**src/rtl/rle_pkg.sv**
```systemverilog
package rle_pkg;
  typedef enum logic [1:0] {
    SCAN_IDLE  = 2'd0,
    SCAN_RUN   = 2'd1,
    SCAN_DRAIN = 2'd2
  } scan_state_e;

  // Depth of a run table able to hold the densest pattern.
  function automatic int run_depth(input int w, input int h);
    return h * ((w + 1) / 2);
  endfunction
endpackage

```
**src/rtl/rle_pix_scanner.sv**
```systemverilog
module rle_pix_scanner
  import rle_pkg::*;
#(
  parameter int IMG_W = 64,
  parameter int IMG_H = 48
) (
  input  logic                              clk,
  input  logic                              rst_n,
  input  logic                              start_i,
  input  logic                              done_i,
  output logic                              busy_o,
  output logic                              go_o,
  output logic                              pix_rd_o,
  output logic [$clog2(IMG_W*IMG_H)-1:0]    pix_addr_o,
  output logic                              vld_o,
  output logic [$clog2(IMG_W)-1:0]          col_o,
  output logic [$clog2(IMG_H)-1:0]          row_o,
  output logic                              last_o
);
  localparam int AW    = $clog2(IMG_W*IMG_H);
  localparam int COL_W = $clog2(IMG_W);
  localparam int ROW_W = $clog2(IMG_H);
  localparam logic [AW-1:0]    LAST_A = AW'(IMG_W*IMG_H-1);
  localparam logic [COL_W-1:0] LAST_C = COL_W'(IMG_W-1);
  localparam logic [AW-1:0]    ONE_A  = AW'(1);
  localparam logic [COL_W-1:0] ONE_C  = COL_W'(1);
  localparam logic [ROW_W-1:0] ONE_R  = ROW_W'(1);

  scan_state_e       state_q, state_n;
  logic [COL_W-1:0]  col_q, col_n;
  logic [ROW_W-1:0]  row_q, row_n;
  logic [AW-1:0]     addr_q, addr_n;
  logic              ctr_en;
  logic              reading;

  assign reading = (state_q == SCAN_RUN);
  assign go_o    = (state_q == SCAN_IDLE) && start_i;
  assign ctr_en  = reading || go_o;

  always_comb begin
    state_n = state_q;
    col_n   = col_q;
    row_n   = row_q;
    addr_n  = addr_q;
    case (state_q)
      SCAN_IDLE: begin
        if (start_i) begin
          state_n = SCAN_RUN;
          col_n   = '0;
          row_n   = '0;
          addr_n  = '0;
        end
      end
      SCAN_RUN: begin
        addr_n = addr_q + ONE_A;
        if (col_q == LAST_C) begin
          col_n = '0;
          row_n = row_q + ONE_R;
        end else begin
          col_n = col_q + ONE_C;
        end
        if (addr_q == LAST_A) state_n = SCAN_DRAIN;
      end
      SCAN_DRAIN: begin
        if (done_i) state_n = SCAN_IDLE;
      end
      default: state_n = SCAN_IDLE;
    endcase
  end

  always_ff @(posedge clk or negedge rst_n) begin
    if (!rst_n) begin
      state_q <= SCAN_IDLE;
    end else begin
      state_q <= state_n;
    end
  end

  always_ff @(posedge clk or negedge rst_n) begin
    if (!rst_n) begin
      col_q  <= '0;
      row_q  <= '0;
      addr_q <= '0;
    end else if (ctr_en) begin
      col_q  <= col_n;
      row_q  <= row_n;
      addr_q <= addr_n;
    end
  end

  // Position tags delayed by the RAM read latency.
  always_ff @(posedge clk or negedge rst_n) begin
    if (!rst_n) begin
      vld_o  <= 1'b0;
      col_o  <= '0;
      row_o  <= '0;
      last_o <= 1'b0;
    end else begin
      vld_o  <= reading;
      last_o <= reading && (addr_q == LAST_A);
      if (reading) begin
        col_o <= col_q;
        row_o <= row_q;
      end
    end
  end

  assign pix_rd_o   = reading;
  assign pix_addr_o = addr_q;
  assign busy_o     = (state_q != SCAN_IDLE);
endmodule

```
**src/rtl/rle_run_tracker.sv**
```systemverilog
module rle_run_tracker #(
  parameter int IMG_W = 64,
  parameter int IMG_H = 48
) (
  input  logic                      clk,
  input  logic                      rst_n,
  input  logic                      vld_i,
  input  logic                      pix_i,
  input  logic [$clog2(IMG_W)-1:0]  col_i,
  input  logic [$clog2(IMG_H)-1:0]  row_i,
  input  logic                      last_i,
  output logic                      emit_o,
  output logic [$clog2(IMG_W)-1:0]  start_o,
  output logic [$clog2(IMG_W)-1:0]  end_o,
  output logic [$clog2(IMG_H)-1:0]  row_o,
  output logic                      last_o
);
  localparam int COL_W = $clog2(IMG_W);
  localparam int ROW_W = $clog2(IMG_H);
  localparam logic [COL_W-1:0] LAST_C = COL_W'(IMG_W-1);
  localparam logic [COL_W-1:0] ONE_C  = COL_W'(1);

  logic             open_q, open_n;
  logic [COL_W-1:0] head_q, head_n;
  logic             close_bg, close_edge, emit_n;
  logic [COL_W-1:0] rs_n, re_n;

  always_comb begin
    close_bg   = vld_i && open_q && !pix_i;
    close_edge = vld_i && pix_i && (col_i == LAST_C);
    emit_n     = close_bg || close_edge;
    rs_n       = open_q ? head_q : col_i;
    re_n       = close_bg ? (col_i - ONE_C) : col_i;
    open_n     = open_q;
    head_n     = head_q;
    if (vld_i) begin
      if (emit_n) begin
        open_n = 1'b0;
      end else if (pix_i && !open_q) begin
        open_n = 1'b1;
        head_n = col_i;
      end
    end
  end

  always_ff @(posedge clk or negedge rst_n) begin
    if (!rst_n) begin
      open_q <= 1'b0;
      head_q <= '0;
    end else if (vld_i) begin
      open_q <= open_n;
      head_q <= head_n;
    end
  end

  always_ff @(posedge clk or negedge rst_n) begin
    if (!rst_n) begin
      emit_o  <= 1'b0;
      last_o  <= 1'b0;
      start_o <= '0;
      end_o   <= '0;
      row_o   <= '0;
    end else begin
      emit_o <= emit_n;
      last_o <= vld_i && last_i;
      if (emit_n) begin
        start_o <= rs_n;
        end_o   <= re_n;
        row_o   <= row_i;
      end
    end
  end
endmodule

```
**src/rtl/rle_run_sink.sv**
```systemverilog
module rle_run_sink #(
  parameter int LBL_W = 8,
  parameter int COL_W = 6,
  parameter int ROW_W = 6,
  parameter int RT_AW = 8,
  parameter int CNT_W = 9
) (
  input  logic                          clk,
  input  logic                          rst_n,
  input  logic                          go_i,
  input  logic                          emit_i,
  input  logic [COL_W-1:0]              start_i,
  input  logic [COL_W-1:0]              end_i,
  input  logic [ROW_W-1:0]              row_i,
  input  logic                          last_i,
  output logic                          rt_we_o,
  output logic [RT_AW-1:0]              rt_addr_o,
  output logic [2*LBL_W+2*COL_W+ROW_W-1:0] rt_wdata_o,
  output logic                          done_o,
  output logic [CNT_W-1:0]              count_o
);
  localparam logic [CNT_W-1:0] ONE_N = CNT_W'(1);

  logic [CNT_W-1:0] cnt_q, cnt_n;
  logic             cnt_en;

  assign cnt_en = go_i || emit_i;

  always_comb begin
    if (go_i) cnt_n = '0;
    else      cnt_n = cnt_q + ONE_N;
  end

  always_ff @(posedge clk or negedge rst_n) begin
    if (!rst_n) begin
      cnt_q <= '0;
    end else if (cnt_en) begin
      cnt_q <= cnt_n;
    end
  end

  always_ff @(posedge clk or negedge rst_n) begin
    if (!rst_n) begin
      done_o <= 1'b0;
    end else begin
      done_o <= last_i;
    end
  end

  assign rt_we_o    = emit_i;
  assign rt_addr_o  = cnt_q[RT_AW-1:0];
  assign rt_wdata_o = {{LBL_W{1'b0}}, {LBL_W{1'b0}}, start_i, end_i, row_i};
  assign count_o    = cnt_q;
endmodule

```
**src/rtl/run_extractor.sv**
```systemverilog
module run_extractor
  import rle_pkg::*;
#(
  parameter int IMG_W  = 64,
  parameter int IMG_H  = 48,
  localparam int DEPTH  = run_depth(IMG_W, IMG_H),
  localparam int PIX_AW = $clog2(IMG_W*IMG_H),
  localparam int COL_W  = $clog2(IMG_W),
  localparam int ROW_W  = $clog2(IMG_H),
  localparam int CNT_W  = $clog2(DEPTH+1),
  localparam int LBL_W  = CNT_W,
  localparam int RT_AW  = $clog2(DEPTH),
  localparam int REC_W  = 2*LBL_W + 2*COL_W + ROW_W
) (
  input  logic              clk,
  input  logic              rst_n,
  input  logic              start_i,
  output logic              busy_o,
  output logic              pix_rd_o,
  output logic [PIX_AW-1:0] pix_addr_o,
  input  logic              pix_data_i,
  output logic              rt_we_o,
  output logic [RT_AW-1:0]  rt_addr_o,
  output logic [REC_W-1:0]  rt_wdata_o,
  output logic              done_o,
  output logic [CNT_W-1:0]  run_count_o
);
  logic             go;
  logic             vld_d, last_d;
  logic [COL_W-1:0] col_d;
  logic [ROW_W-1:0] row_d;
  logic             emit_q, last_q;
  logic [COL_W-1:0] rs_q, re_q;
  logic [ROW_W-1:0] rr_q;

  rle_pix_scanner #(.IMG_W(IMG_W), .IMG_H(IMG_H)) scan_u (
    .clk        (clk),
    .rst_n      (rst_n),
    .start_i    (start_i),
    .done_i     (done_o),
    .busy_o     (busy_o),
    .go_o       (go),
    .pix_rd_o   (pix_rd_o),
    .pix_addr_o (pix_addr_o),
    .vld_o      (vld_d),
    .col_o      (col_d),
    .row_o      (row_d),
    .last_o     (last_d)
  );

  rle_run_tracker #(.IMG_W(IMG_W), .IMG_H(IMG_H)) trk_u (
    .clk     (clk),
    .rst_n   (rst_n),
    .vld_i   (vld_d),
    .pix_i   (pix_data_i),
    .col_i   (col_d),
    .row_i   (row_d),
    .last_i  (last_d),
    .emit_o  (emit_q),
    .start_o (rs_q),
    .end_o   (re_q),
    .row_o   (rr_q),
    .last_o  (last_q)
  );

  rle_run_sink #(
    .LBL_W(LBL_W), .COL_W(COL_W), .ROW_W(ROW_W), .RT_AW(RT_AW), .CNT_W(CNT_W)
  ) sink_u (
    .clk        (clk),
    .rst_n      (rst_n),
    .go_i       (go),
    .emit_i     (emit_q),
    .start_i    (rs_q),
    .end_i      (re_q),
    .row_i      (rr_q),
    .last_i     (last_q),
    .rt_we_o    (rt_we_o),
    .rt_addr_o  (rt_addr_o),
    .rt_wdata_o (rt_wdata_o),
    .done_o     (done_o),
    .count_o    (run_count_o)
  );
endmodule

```
**config.mk**
```make
export PLATFORM = sky130hd
export DESIGN_NAME = run_extractor
export DESIGN_NICKNAME = d
export VERILOG_FILES = /design/src/rtl/rle_pkg.sv /design/src/rtl/rle_pix_scanner.sv /design/src/rtl/rle_run_tracker.sv /design/src/rtl/rle_run_sink.sv /design/src/rtl/run_extractor.sv
export SDC_FILE = /design/constraint.sdc
export NUM_CORES = 1
export LEC_CHECK = 0
export BUFFER_PORTS_ARGS = -buffer_cell sky130_fd_sc_hd__buf_4
export CORE_MARGIN = 4
export CORE_UTILIZATION = 55
export CTS_CLUSTER_DIAMETER = 80
export DETAILED_ROUTE_END_ITERATION = 8
export HOLD_SLACK_MARGIN = 0.15
export PLACE_DENSITY = 0.88
export SETUP_SLACK_MARGIN = 0.3
export SKIP_LAST_GASP = 1
export SYNTH_ARGS = -nofsm -noshare
export SYNTH_HDL_FRONTEND = slang
export SYNTH_HIERARCHICAL = 1
export SYNTH_SLANG_ARGS = --single-unit
```
**constraint.sdc**
```tcl
create_clock -name clk -period 2.6 [get_ports clk]
set_clock_uncertainty 0.1 [all_clocks]
set_input_delay 0 -clock clk [delete_from_list [all_inputs] [get_ports clk]]
set_output_delay 0 -clock clk [all_outputs]
set_load 0.03 [all_outputs]
```
# Word-level counts from Yosys, hierarchy flattened
# Cells that the tools add are included.
[op_classes] n_eq_ne=9 n_bitwise=1 addsub=5 muxes=16 reduce_logical=22
[op_table] operator="$mux 6" count=5
[op_table] operator="$pmux 12 s2" count=1
[op_table] operator="$pmux 6 s2" count=2
[op_table] operator="$add 12x1->12 const B" count=1
[op_table] operator="$add 6x1->6 const B" count=2
[op_table] operator="$eq 12x12->1 const B" count=1
[op_table] operator="$eq 6x6->1 const B" count=2
[op_table] operator="$mux 12" count=1
[op_table] operator="$add 11x1->11 const B" count=1
[op_table] operator="$mux 11" count=1
[op_table] operator="$reduce_and 3->1" count=3
[op_table] operator="$logic_and 1x1->1" count=8
[op_table] operator="$mux 2" count=3
[op_table] operator="$ne 2x2->1 const B" count=3
[op_table] operator="$pmux 2 s3" count=1
[op_table] operator="$reduce_bool 2->1" count=3
[op_table] operator="$sub 6x1->6 const B" count=1
[op_table] operator="$reduce_and 4->1" count=1
[op_table] operator="$logic_or 1x1->1" count=3
[op_table] operator="$eq 2x1->1 const B" count=1
[op_table] operator="$eq 2x2->1 const B" count=1
[op_table] operator="$logic_not 1->1" count=2
[op_table] operator="$logic_not 2->1" count=1
[op_table] operator="$mux 1" count=2
[op_table] operator="other kinds (3)" count=3
[word_totals] input_bits=4 out_inout_bits=78 regBits=79 elab_cells=70

# Longest topological paths before layout
[depth] depth_word=5 mapped_depth=6 depth_no_buf=5

# Cells and area by module
# Netlist, hierarchy kept.
[by_module_without_submodules] module="rle_pix_scanner" cells_per_inst=190 area_each_um2=1810.5 seq_area_each_um2=1001.0 instances=1
[by_module_without_submodules] module="rle_run_tracker" cells_per_inst=103 area_each_um2=1217.4 seq_area_each_um2=675.6 instances=1
[by_module_without_submodules] module="rle_run_sink" cells_per_inst=106 area_each_um2=960.9 seq_area_each_um2=300.3 instances=1

# Worst setup path after synthesis
# Ideal clock, no wire load.
[synth_timing] path_type="register to register" from="register scan_u.state_q[0]" to="register sink_u.cnt_q[10] (netlist: sink_u/count_o[10])" synth_period_minus_slack_ns=2.165 setup_time_ns=0.080 t_arrival_ns=1.985 required_ns=2.420 path_slack_ns=0.435 path_buffers=1 stages_incl_launch_ff=6 path_cell_list="dfrtp_1 nor3b_1 clkbuf_1 o2111ai_2 or4_1 a21oi_1"
[synth_between] elab_chain_cells=3 elab_cells_between_ends=4 cone_classes="mux (1); reduce/logical (3)"
[synth_rtl] element="start: declaration" line="rle_pix_scanner.sv:29" rtl="scan_state_e state_q, state_n;"
[synth_rtl] element="start signal: assignment" line="rle_pix_scanner.sv:75" rtl="state_q <= state_n;"
[synth_rtl] element="$logic_not 2->1 *" line="rle_pix_scanner.sv:37" rtl="assign go_o = (state_q == SCAN_IDLE) && start_i;"
[synth_rtl] element="$logic_and 1x1->1 *" line="rle_pix_scanner.sv:37"
[synth_rtl] element="via go" line="run_extractor.sv:28" rtl="logic go;"
[synth_rtl] element="$mux 11 / $logic_or 1x1->1 (equally long branches)" line="rle_run_sink.sv:30, rle_run_sink.sv:27"
[synth_rtl] element="end signal: assignment" line="rle_run_sink.sv:38" rtl="cnt_q <= cnt_n;"
[synth_rtl] element="end: declaration" line="rle_run_sink.sv:24" rtl="logic [CNT_W-1:0] cnt_q, cnt_n;"
# Mark *: on every way through the listed nets, which the timed path passes. The rest lies on a longest branch.
# A chain may end at the register's enable or synchronous reset.

# Worst setup path in the final report
# Same ends and word-level chain as after synthesis.

==> results <==
- The run finished with clean final reports.
- The final critical path time including I/O delays and setup is 2030 ps.
- The routed wire length per instance is 15.0 microns.
- The area of the multi-input gates is 0.00161 sq mm.
- Across the VDD grid, the largest voltage drop is about 0.00053 V.
- The analysis attributes to cell leakage a power of about 2.1 nW.
- The accumulated negative setup slack is 0 ps.
- The fraction of the cycle the final worst path needs is 78.0%.
- The H-tree generated during clock tree synthesis spans 3 levels.
- At the worst endpoint, the required time is 2780 ps.
- The library cell with the largest summed area after synthesis is dfrtp_1.
- Setup repair after global routing left no endpoint under its margin.
- The total routed wirelength is slightly above 8000 microns.
- Yosys mapped a number of flops with a built-in enable equal to 0.
- Clock-pin slew was measured on the worst setup and hold paths at 80 ps.
- The highest clock frequency the design can meet is 0.493 GHz.
- The most common cell after layout, fill and taps aside is dfrtp_1.
- The wire length of the first global-routing pass is about 14000 microns.
- The number of clock buffers added by TritonCTS is 9.
- The count of fill cells added during filler insertion is 530.
- The standard cell core area is 0.00691 sq mm.
- The placed instances occupy a cell area of between 0.004 and 0.005 sq mm.
- After synthesis, the largest area contributor takes up 49.6% of total cell area.
- For this run, global-route usage on met3 was measured as 3.38%.
- Yosys printed 6 warnings.
- The initial DRC count is 196.
- The top cell types in the final layout, fill and taps aside, are 79 x dfrtp_1, 66 x buf_4, 58 x nand2_1, 25 x nor2_1, 22 x conb_1.
- The final core utilization is between 60% and 70%.
- The vertical extent of the die is 93.2 microns.
- The tool flagged a number of max-cap violations equal to 0.
- The maximum number of pins on one net before global-route repair is 80.
- The count of buffers added on input and output ports is between 50 and 60.
- The worst reg-to-reg setup slack is 570 ps.
- The global router's overall resource usage is approximately a fifth.
- The design draws approximately 4.5 mW.
- The later pin in the worst-skew pair is clocked with a latency of 350 ps.
- The mapped cell area is 0.00399 sq mm.
- The count of cells along the worst register-to-register path is 5.
- For met1 alone, demand over resource in global routing was 24.0%.
- Yosys attributes the largest share of cell area to dfrtp_1 50%, buf_4 10%, nand2_1 5.5%, o21ai_0 2.5%, nor2_1 2.4%.
- In this run the critical register-to-register path is captured at sink_u/count_o[10].
- The power density over the cells is 1010 mW/mm^2.
- Relative to the synthesized area, the layout overhead comes to 12.3%.
- The proportion of synthesized chip area in sequential cells is 49.6%.
- In this run the worst path has a maximum fanout of 12.
- The worst reg2reg path startpoint is scan_u/state_q[0].
- The post-synthesis instance total is around 400.
- The most critical setup path has its endpoint at sink_u/count_o[10].
- The number of endpoints with negative hold slack in the final report is 0.
- The die width is approximately 93 microns.
- The deepest clock path buffer count is 2.
- For this design the top-level I/O count stands at between 80 and 90.
- The transition time at the pin with the least slew margin is around 970 ps.
- Among all flip-flop cells after synthesis, the most frequent one is dfrtp_1.
- In this run the tightest slew margin relative to its limit is 35.4%.
- The net count of the finished layout is around 450.
- The via count of the first global-routing pass is about 2.9k.
- Averaged over all synthesized cells, the footprint is around 10 sq um.
- The CTS tree is yes.
- The effective utilization at floorplan is 57.8%.
- The floorplan step defined a die boundary enclosing 0.00868 sq mm.
- STA classifies the critical path startpoint as a flop.
- The total congestion overflow after global routing is 0.
- The met2 track demand over resource in global routing is 33.2%.
- The number of placement rows is 30.
- After synthesis the netlist holds a flip-flop and latch count of 79.
- The post-DP HPWL is 5520 microns.
- The critical path is of the flop to flop type.
- The sequential cell area in the final layout is 0.00198 sq mm.
- Cells with a size suffix above 1 make up 23.0% of the layout.
- The number of antenna violations at the first check in global routing is 0.
- The number of iterations in the first detailed-routing pass is 4.
- The detailed router placed between 2k and 3k vias in this run.
- The global-route layer with the greatest usage is met2.
- With fillers left out, the area of the finished cells amounts to 0.00448 sq mm.
- Tracing the worst setup path back leads to its startpoint at scan_u/state_q[0].
- The CTS sink count is between 70 and 80.
- The synthesized netlist contains 54 unique library cells.
- The post-route non-filler standard cell count is 536.
- After detailed routing, the number of vias per cell comes to 5.51.
- The count of placed standard cells including taps is 517.
- The type of the most critical hold path is input pin to asynchronous set/reset pin.
- The repair_antennas step left the layout with diodes totalling 0.
- STA classifies the critical path endpoint as a flop.
- Setup violations remaining at the end of the flow were counted as 0.
- The max-slew violation count was 0.
- The number of nets with antenna violations after routing is 0.
- Routability-driven placement finished with a final weighted congestion of 0.818.
- In the routed design, unresolved DRC markers number 0.
- Data arrives at the worst endpoint at 2210 ps.
- The async set-or-reset flop fraction in the synthesized netlist is 100%.
- CTS placed an instance of clkbuf_8 at the clock tree root.
- The number of gates resized after CTS was 0.
==> Yosys cell counts (7+ instances only) <==
| cell type | number |
|---|---|
| o21ai_0 | 20 |
| nand2_1 | 58 |
| xnor2_1 | 8 |
| nand4_1 | 8 |
| mux2i_1 | 9 |
| nor2_1 | 25 |
| buf_4 | 54 |
| a21oi_1 | 18 |
| clkbuf_1 | 7 |
| inv_1 | 7 |
| nand3_1 | 14 |
| xor2_1 | 7 |
| dfrtp_1 | 79 |
==> metal layers <==
metal / share of wire [%] / wire length (microns)
met4: 2.8 / 229
met2: 52 / 4220
met1: 39 / 3170
met5: 0 / 0
met3: 5.3 / 430
==> stage by stage <==
step / hold slack [ps] / setup WS (ps)
5_1_grt: 262 / 487
3_3_place_gp: 101 / 691
2_1_floorplan: -396 / 435
4_1_cts: 256 / 582
6_report: 217 / 572
3_5_place_dp: 111 / 627
==> worst min path at each step <==
| stage | start | to |
|---|---|---|
| floorplan | rst_n | scan_u/col_o[0] |
| CTS | trk_u/last_o | sink_u/done_o |
| global route | trk_u/last_o | sink_u/done_o |
| finish | rst_n | scan_u/pix_addr_o[5] |
| global placement | rst_n | scan_u/pix_addr_o[5] |
| detailed placement | rst_n | scan_u/pix_addr_o[5] |
==> cells by family after synthesis <==
family / share of synthesized area (%)
compound gates: 10.6
mux: 5.36
other cells: 0.0940
flops: 49.6
simple gates: 17.2
fa+ha+maj: 1.88
buf+inv: 12.1
xor+xnor: 3.29
==> area by class of cell <==
type,instances,area share (%)
timing repair buffer,69,11.7
sequential,79,44.1
clock inverter,6,1.90
inverter,8,0.670
multi-input combinational,268,36.0
clock buffer,10,2.85
tap,96,2.68
==> power by group <==
part / total [mW] / switching (mW) / internal, mW
registers: 1.95 / 0.383 / 1.56
clock network: 0.969 / 0.432 / 0.537
logic: 1.61 / 0.977 / 0.633
==> repair_timing <==
action | CTS | global route
setup buffers | 0 | 0
endpoints found under the hold margin | 94 | 0
hold buffers | 3 | 0
==> registers in the layout, summed over array words and instances (netlist names), 2 cells and up <==
signal / count
scan_u/col_q: 6
trk_u/end_o: 6
scan_u/state_q: 2
trk_u/head_q: 6
scan_u/pix_addr_o: 12
trk_u/row_o: 6
trk_u/start_o: 6
scan_u/row_o: 6
sink_u/count_o: 11
scan_u/col_o: 6
scan_u/row_q: 6
==> worst max-delay path, stage by stage, from the launching register on <==
cell and delay (ps):
dfrtp_1 450, nor3b_2 270, buf_4 230, o2111ai_2 230
or4_1 520, a21oi_1 150
(Power assumes the default switching activity.)
